--- src/rtl/qtmr_pkg.sv ---
package qtmr_pkg;
  typedef enum logic [1:0] {
    QM_PRESCALE = 2'b00,
    QM_EDGE     = 2'b01,
    QM_QUAD     = 2'b10,
    QM_CHAIN    = 2'b11
  } qmode_e;
endpackage

--- src/rtl/qtmr_sync.sv ---
module qtmr_sync #(
  parameter int NPIN   = 2,
  parameter int STAGES = 2
) (
  input  logic            clk,
  input  logic            rst_n,
  input  logic [NPIN-1:0] pin_i,
  output logic [NPIN-1:0] cur_o,
  output logic [NPIN-1:0] prev_o
);
  // per pin: STAGES metastability flops plus one history flop
  for (genvar g = 0; g < NPIN; g++) begin : g_pin
    logic [STAGES:0] sh;
    always_ff @(posedge clk or negedge rst_n) begin
      if (!rst_n) sh <= '0;
      else        sh <= {sh[STAGES-1:0], pin_i[g]};
    end
    assign cur_o[g]  = sh[STAGES-1];
    assign prev_o[g] = sh[STAGES];
  end
endmodule

--- src/rtl/qtmr_prescale.sv ---
module qtmr_prescale #(
  parameter int PW = 8,
  parameter int SW = $clog2(PW)
) (
  input  logic          clk,
  input  logic          rst_n,
  input  logic [SW-1:0] sel,
  output logic          tick
);
  logic [PW-1:0] cnt;
  logic [PW-1:0] mask;

  always_ff @(posedge clk or negedge rst_n) begin
    if (!rst_n) cnt <= '0;
    else        cnt <= cnt + 1'b1;
  end

  assign mask = ~({PW{1'b1}} << sel);
  assign tick = ((cnt & mask) == mask);
endmodule

--- src/rtl/qtmr_decode.sv ---
module qtmr_decode
  import qtmr_pkg::*;
(
  input  qmode_e     mode,
  input  logic       presc_tick,
  input  logic       chain_tick,
  input  logic [1:0] cur,   // {A = clock pin, B = direction pin}
  input  logic [1:0] prev,
  output logic       inc,
  output logic       dec
);
  always_comb begin
    inc = 1'b0;
    dec = 1'b0;
    unique case (mode)
      QM_PRESCALE: if (presc_tick) begin
        inc = cur[0];
        dec = ~cur[0];
      end
      QM_EDGE: if (cur[1] != prev[1]) begin
        inc = cur[0];
        dec = ~cur[0];
      end
      QM_CHAIN: if (chain_tick) begin
        inc = cur[0];
        dec = ~cur[0];
      end
      QM_QUAD: begin
        case ({prev, cur})
          4'b0001, 4'b0111, 4'b1110, 4'b1000: inc = 1'b1;
          4'b0100, 4'b1101, 4'b1011, 4'b0010: dec = 1'b1;
          default: ;
        endcase
      end
      default: ;
    endcase
  end
endmodule

--- src/rtl/quad_updown_timer.sv ---
module quad_updown_timer
  import qtmr_pkg::*;
#(
  parameter int CNT_W       = 16,
  parameter int PRESC_W     = 8,
  parameter int SYNC_STAGES = 2,
  localparam int SEL_W      = $clog2(PRESC_W)
) (
  input  logic             clk,
  input  logic             rst_n,
  input  logic [1:0]       mode_sel,
  input  logic [SEL_W-1:0] presc_sel,
  input  logic             chain_tick,
  input  logic             ext_clk_pin,
  input  logic             ext_dir_pin,
  input  logic             wr_en,
  input  logic [CNT_W-1:0] wr_data,
  input  logic             flag_clr,
  output logic [CNT_W-1:0] count,
  output logic             ovf_flag,
  output logic             unf_flag
);
  localparam logic [CNT_W-1:0] TOP = '1;

  logic [1:0] pin_cur, pin_prev;
  logic       presc_tick, inc, dec;
  qmode_e     mode;

  assign mode = qmode_e'(mode_sel);

  qtmr_sync #(.NPIN(2), .STAGES(SYNC_STAGES)) u_sync (
    .clk(clk), .rst_n(rst_n),
    .pin_i({ext_clk_pin, ext_dir_pin}),
    .cur_o(pin_cur), .prev_o(pin_prev)
  );

  qtmr_prescale #(.PW(PRESC_W), .SW(SEL_W)) u_presc (
    .clk(clk), .rst_n(rst_n), .sel(presc_sel), .tick(presc_tick)
  );

  qtmr_decode u_dec (
    .mode(mode), .presc_tick(presc_tick), .chain_tick(chain_tick),
    .cur(pin_cur), .prev(pin_prev), .inc(inc), .dec(dec)
  );

  logic step_up, step_dn;
  assign step_up = inc & ~wr_en;
  assign step_dn = dec & ~wr_en;

  always_ff @(posedge clk or negedge rst_n) begin
    if (!rst_n) begin
      count    <= '0;
      ovf_flag <= 1'b0;
      unf_flag <= 1'b0;
    end else begin
      if (wr_en)        count <= wr_data;
      else if (step_up) count <= count + 1'b1;
      else if (step_dn) count <= count - 1'b1;
      ovf_flag <= (ovf_flag & ~flag_clr) | (step_up && count == TOP);
      unf_flag <= (unf_flag & ~flag_clr) | (step_dn && count == '0);
    end
  end

  // the load strobe always wins
  assert_write_wins_R10: assert property (@(posedge clk) disable iff (!rst_n)
    wr_en |=> count == $past(wr_data));

  // a rising overflow flag must coincide with a top-to-zero wrap
  assert_ovf_wrap_R8: assert property (@(posedge clk) disable iff (!rst_n)
    $rose(ovf_flag) |-> ($past(count) == TOP && count == '0));

  assert_unf_wrap_R9: assert property (@(posedge clk) disable iff (!rst_n)
    $rose(unf_flag) |-> ($past(count) == '0 && count == TOP));

  // the decoder never requests both directions at once
  assert_one_direction_R4: assert property (@(posedge clk) disable iff (!rst_n)
    $onehot0({inc, dec}));

  // without a load, the count moves by at most one per clock
  assert_single_step_R5: assert property (@(posedge clk) disable iff (!rst_n)
    !$past(wr_en) |-> (count == $past(count) || count == $past(count) + 1'b1
                       || count == $past(count) - 1'b1));
endmodule

--- config.mk ---
export PLATFORM = sky130hd
export DESIGN_NAME = quad_updown_timer
export DESIGN_NICKNAME = d
export VERILOG_FILES = /design/src/rtl/qtmr_pkg.sv /design/src/rtl/qtmr_sync.sv /design/src/rtl/qtmr_prescale.sv /design/src/rtl/qtmr_decode.sv /design/src/rtl/quad_updown_timer.sv
export SDC_FILE = /design/constraint.sdc
export NUM_CORES = 1
export LEC_CHECK = 0
export BUFFER_PORTS_ARGS = -buffer_cell sky130_fd_sc_hd__buf_4
export CAP_MARGIN = 20
export CELL_PAD_IN_SITES_DETAIL_PLACEMENT = 1
export CELL_PAD_IN_SITES_GLOBAL_PLACEMENT = 1
export CORE_ASPECT_RATIO = 0.7
export CORE_MARGIN = 5
export CORE_UTILIZATION = 41
export CTS_CLUSTER_DIAMETER = 30
export DETAILED_ROUTE_END_ITERATION = 8
export PLACE_DENSITY = 0.79
export SYNTH_ARGS = -nofsm -noshare
export SYNTH_HDL_FRONTEND = slang
export SYNTH_HIERARCHICAL = 1
export SYNTH_SLANG_ARGS = --single-unit
--- constraint.sdc ---
create_clock -name clk -period 5.25 [get_ports clk]
set_clock_uncertainty 0.1 [all_clocks]
set_input_delay 0.525 -clock clk [delete_from_list [all_inputs] [get_ports clk]]
set_output_delay 0.525 -clock clk [all_outputs]
set_load 0.05 [all_outputs]
# --- Word-level counts from Yosys, hierarchy flattened ---
# Index checks and enable logic that the tools add are counted.
word_totals:
  register_bits: 32
  latchBits: 0
  ramBits: 0
  mem_bits_ro: 0
  in_bits: 28
  output_inout_bits: 18
  wordCells: 55
  memories: 0
op_classes:
  n_addsub: 3
  n_mul: 0
  div_mod_pow: 0
  n_lt_le_gt_ge: 0
  n_eq_ne: 14
  shifts: 1
  muxes: 13
  bitwise: 11
  reduce_logical: 7
ops:
  columns: ["cell", "count"]
  rows:
  - ["two-way mux 16 bit", 3]
  - ["adder 16 x 1 -> 16 bit, second input constant", 1]
  - ["== test 16 bit, second input constant", 1]
  - ["== test 4 bit, second input constant", 4]
  - ["logical NOT 16 bit", 1]
  - ["subtractor 16 x 1 -> 16 bit, second input constant", 1]
  - ["adder 8 x 1 -> 8 bit, second input constant", 1]
  - ["bitwise AND 8 bit", 1]
  - ["== test 4 x 3 -> 1 bit, second input constant", 2]
  - ["== test 8 bit", 1]
  - ["two-way mux 1 bit", 8]
  - ["inverter 8 bit", 1]
  - ["one-hot mux 1 bit (4 select lines)", 2]
  - ["OR reduction 4 bit", 2]
  - ["<< shifter 8 x 3 -> 8 bit, first input constant", 1]
  - ["bitwise AND 1 bit", 4]
  - ["== test 2 bit, second input constant", 2]
  - ["== test 4 x 1 -> 1 bit, second input constant", 1]
  - ["== test 4 x 2 -> 1 bit, second input constant", 1]
  - ["inverter 1 bit", 3]
  - ["nonzero test 3 bit", 1]
  - ["== test 2 x 1 -> 1 bit, second input constant", 1]
  - ["logical AND 1 bit", 2]
  - ["logical NOT 2 bit", 1]
  - ["other kinds (2)", 3]

# --- Longest topological paths before layout ---
depth:
  depth_word: 10
  depth_mapped: 17
  depth_no_buf: 17

# --- Cells and area by module ---
# Netlist, hierarchy kept.
by_module_without_submodules:
  columns: ["module", "n_inst", "cells_per_inst", "area_each_um2", "seq_area_each_um2"]
  rows:
  - ["quad_updown_timer", 1, 184, 1591.5, 450.4]
  - ["qtmr_prescale", 1, 29, 339.1, 175.2]
  - ["qtmr_sync", 1, 10, 180.2, 150.1]
  - ["qtmr_decode", 1, 16, 91.3, 0.0]

# --- Least setup slack after synthesis ---
# OpenSTA, ideal clock, no wires.
synth_timing:
  kind: "input -> register"
  startpoint: "in presc_sel[0]"
  endpoint: "reg count[14]"
  t_arrival_ps: 3710
  path_slack_ps: 1320
  cell_stages: 16
  path_buffers: 0
  cell_sequence: "nor2_1 o211ai_1 a221oi_2 nor2_1 a211oi_1 a31oi_1 a31oi_1 nand2b_1 ha_1 a21o_1 a21o_1 a21o_1 nor4_2 o21ai_1 or4_1 and3_1"
synth_between:
  elab_chain_len: 9
synth_rtl:
  columns: ["item", "line_no", "rtl"]
  rows:
  - ["start: declaration", "quad_updown_timer.sv:12", "input logic [SEL_W-1:0] presc_sel,"]
  - ["<< shifter 8 x 3 -> 8 bit *", "qtmr_prescale.sv:18", "assign mask = ~({PW{1'b1}} << sel);"]
  - ["inverter 8 bit *", "qtmr_prescale.sv:18", null]
  - ["bitwise AND 8 bit", "qtmr_prescale.sv:19", "assign tick = ((cnt & mask) == mask);"]
  - ["== test 8 bit *", "qtmr_prescale.sv:19", null]
  - ["via presc_tick", "quad_updown_timer.sv:26", "logic presc_tick, inc, dec;"]
  - ["two-way mux 1 bit *", "qtmr_decode.sv:16", "QM_PRESCALE: if (presc_tick) begin"]
  - ["one-hot mux 1 bit (4 select lines) *", "qtmr_decode.sv:15", "unique case (mode)"]
  - ["via inc", "quad_updown_timer.sv:26", null]
  - ["bitwise AND 1 bit *", "quad_updown_timer.sv:47", "assign step_up = inc & ~wr_en;"]
  - ["two-way mux 16 bit", "quad_updown_timer.sv:57", "else if (step_up) count <= count + 1'b1;"]
  - ["two-way mux 16 bit", "quad_updown_timer.sv:56", "if (wr_en) count <= wr_data;"]
  - ["end signal: assignment", "quad_updown_timer.sv:56", null]
  - ["end signal: assignment", "quad_updown_timer.sv:57", null]
  - ["end signal: assignment", "quad_updown_timer.sv:58", "else if (step_dn) count <= count - 1'b1;"]
  - ["end: declaration", "quad_updown_timer.sv:19", "output logic [CNT_W-1:0] count,"]
# The timed path passes the listed nets; every way through them passes the cells marked *.
# A chain may end at the register's enable or synchronous reset.

# --- Worst setup path in the final report ---
layout_timing:
  startpoint: "reg u_presc.cnt[0]"
  endpoint: "reg count[14]"
layout_between:
  elab_chain_len: 7
layout_rtl:
  columns: ["item", "line_no", "rtl"]
  rows:
  - ["start: declaration", "qtmr_prescale.sv:10", "logic [PW-1:0] cnt;"]
  - ["start signal: assignment", "qtmr_prescale.sv:15", "else cnt <= cnt + 1'b1;"]
  - ["bitwise AND 8 bit *", "qtmr_prescale.sv:19", null]
  - ["== test 8 bit *", "qtmr_prescale.sv:19", null]
  - ["via presc_tick", "quad_updown_timer.sv:26", null]
  - ["two-way mux 1 bit *", "qtmr_decode.sv:16", null]
  - ["one-hot mux 1 bit (4 select lines) *", "qtmr_decode.sv:15", null]
  - ["via inc", "quad_updown_timer.sv:26", null]
  - ["bitwise AND 1 bit *", "quad_updown_timer.sv:47", null]
  - ["two-way mux 16 bit", "quad_updown_timer.sv:57", null]
  - ["two-way mux 16 bit", "quad_updown_timer.sv:56", null]
# Marks and branches as above.

==> results.toml <==
[run_status]
status = "finished, final reports clean"

[clock_tree]
cts_sinks = 31
cts_buffers = 5
clock_path_buffers = 2
cts_tree = "yes"
cts_setup_buffers = 0
ctsResizeCount = 0
ctsRootBufferMaster = "clkbuf_8"
cts-htree-levels = 2
clk_pin_slew_worst_paths_ns = 0.07
cts_hold_buf = 0
clk_latency_ns = 0.28

[route]
drc = 0
wirelength_um = 5860
post_drt_wl_per_cell_um = 16.6
drt-pass1-iter-count = 4
ant_nets = 0
vias = 1928
vias_per_cell = 5.45
drt-initial-drc-count = 54

[global_routing]
grt-ovfl-total = 0
grt_max_degree = 34
grt.total_usage_pct = 17.3
antenna_found_initial = 0
grt_pass1_wl_um = 9850
grt_pass1_vias = 1985

[worst_setup_path]
cp_slowest_cell = "nand2b_1"
worst_path_dominant_cell_family = "compound AO/OA/AOI/OAI gates"
ff2ff_setup_slack_ns = 0.72
cp_common_cell = "a21o_1"
start_kind = "flip-flop"
r2r-start = "u_presc/cnt[0]"
required_ns = 5.32
worstPathArrival_ns = 4.60
worstRegToRegCells = 16
max_stage_delay_ns = 0.55
crit_fanout = 19
rr_endpoint = "count[14]"
path_buf_inv = 0
cp-end-kind = "flip-flop"
crit_path_cell_trace = "and2_1 > o21bai_1 > a221oi_2 > nor2_1 > a211oi_1 > a31oi_1 > a31oi_1 > nand2b_1 > ha_1 > a21o_1 > a21o_1 > a21o_1 > nor4_2 > o21ai_1 > or4_1 > and3_1"
crit_type = "reg2reg"

[power_and_ir_drop]
power_mw = 1.15
power_density_nw_per_um2 = 431
vdd_ir_drop_max_mv = 0.249
leakage_nw = 1.20

[sta]
relSlewSlack_pct = 43.3
finalMaxSlewViolations = 0
tightest_slew_ns = 0.847
max_freq_mhz = 221
finalHoldViolCount = 0
rsz0062_at_grt = "false"
worst_slack_ns = 0.720
final-setup-viol-count = 0
finalCritPeriodShare_pct = 86.3
setup_tns_ns = 0
layout_min_cycle_time_ns = 4.53

[layout]
fin_cells = 354
final_nets = 328
drive_gt1_share_pct = 23.4
final_area_sq_um = 2670
antennaDiodeCount = 0
syn_to_final_growth_pct = 21.1

[synth]
ys_ff_latch = 31
synth-edff-count = 0
yosysUniqueCellTypes = 49
syn_avg_cell_area_sq_um = 9.21
ys.flop_type = "dfrtp_1"
async_reset_ff_share_pct = 100
syn_nets = 285
ys_seq_area_share_pct = 35.2
yosys_warnings = 6
synthCells = 239
syn_area_sq_um = 2200

[floorplanning]
core.rowCount = 22
pin_count = 46
start_util_pct = 42.1
coreArea_sq_um = 5230
die_h_um = 71.3
die_w_um = 97.6
dieArea_sq_um = 6960

[min_path]
hp-class = "in2async"

[placement]
dp_hpwl_um = 4400
place_ws_ns = 0.613
placed_cells = 347
io_buffers = 45
gp_congestion = 0.827
place_area_sq_um = 2580

[job]
max_cap_violations = 0
layout make-up:
type,count,area (sq um)
Fill cell,632,2560
Multi-Input combinational cell,188,1340
Sequential cell,31,776
Timing Repair Buffer,45,338
Tap cell,72,90.1
Clock buffer,6,82.6
Inverter,11,41.3
Clock inverter,1,5.00
routing by layer:
layer  track usage (%)  share of wire (%)  vias up  wire length [um]
met2              27.3                 44       40              2580
met3              4.09                4.6        8               272
met1              24.3                 50      934              2950
met4              3.38               0.92        0                54
met5                 0                  0        -                 0
li1                  -                  -      946                 -
registers in the layout, indices dropped and copies added, names as in the netlist:
| register | flops |
|---|---|
| count | 16 |
| unf_flag | 1 |
| u_presc/cnt | 7 |
| u_sync/g_pin.sh | 6 |
| ovf_flag | 1 |
cells in the final DEF, fill, tap and decap left out, types with 7 or more instances in the layout:
master / instances
nand4_1: 7
ha_1: 17
xnor2_1: 11
nand2_1: 19
a21oi_1: 16
xor2_1: 8
nor2_1: 16
mux2_2: 8
inv_1: 11
buf_4: 45
dfrtp_1: 31
o21ai_0: 13
synthesized netlist by cell type (3+ instances only):
cell,instances,area (sq um)
nor3_1,5,25.0
inv_1,11,41.3
nand2b_1,6,37.5
nand2_1,19,71.3
xnor2_1,11,96.3
xor2_1,8,70.1
nand3_1,3,15.0
o21ai_0,13,65.1
nor2_1,16,60.1
a31oi_1,4,25.0
nor3b_1,3,22.5
mux2_2,8,90.1
buf_4,4,30.0
mux2i_1,3,30.0
nor2b_1,4,25.0
dfrtp_1,31,776
o31ai_1,3,22.5
a21o_1,6,45.0
nor4_1,4,25.0
nand4_1,7,43.8
a21oi_1,16,80.1
o21bai_1,3,22.5
ha_1,17,213
cell families (layout without fill, tap and decap cells):
kind of cell | Yosys count | count (layout) | synth area share (%)
and+or+nand+nor | 81 | 81 | 19.9
xor gates and xnor gates | 19 | 19 | 7.56
AOI/OAI and AO/OA | 59 | 59 | 17.1
adders and majority gates | 18 | 18 | 10.6
muxes | 11 | 11 | 5.45
DFF | 31 | 31 | 35.2
buffers and inverters | 20 | 63 | 4.15
per-stage QoR:
stage | hold slack (ns) | utilization, %
after floorplan | 0.129 | -
after global placement | 0.236 | 49.3
after detailed placement | 0.236 | 49.3
after CTS | 0.0864 | 51.0
after global routing | 0.109 | 51.0
final | 0.0766 | 51.0
worst max path at each step:
stage                    from        end  cells past startpoint
5_1_grt        u_presc/cnt[0]  count[14]                     16
4_1_cts        u_presc/cnt[0]  count[14]                     16
3_3_place_gp     presc_sel[0]   count[7]                     17
2_1_floorplan    presc_sel[0]  count[14]                     16
6_report       u_presc/cnt[0]  count[14]                     16
3_5_place_dp     presc_sel[0]  count[11]                     17
report_power, final:
group | leakage (nW) | internal (mW) | switching (mW) | total, mW
Combinational | 0.782 | 0.243 | 0.376 | 0.620
Sequential | 0.368 | 0.276 | 0.0601 | 0.336
Clock | 0.0470 | 0.103 | 0.0908 | 0.194
Total | 1.20 | 0.622 | 0.527 | 1.15
worst register-to-register path, cell delays in order, from the launching register on:
cell      delay (ns)
dfrtp_1         0.41
and2_1          0.23
o21bai_1        0.10
a221oi_2        0.29
nor2_1          0.07
a211oi_1        0.22
a31oi_1         0.08
a31oi_1         0.36
nand2b_1        0.55
ha_1            0.49
a21o_1          0.20
a21o_1          0.19
a21o_1          0.21
nor4_2          0.20
o21ai_1         0.11
or4_1           0.41
and3_1          0.19
Note: power is estimated with default switching activity, not from simulation.
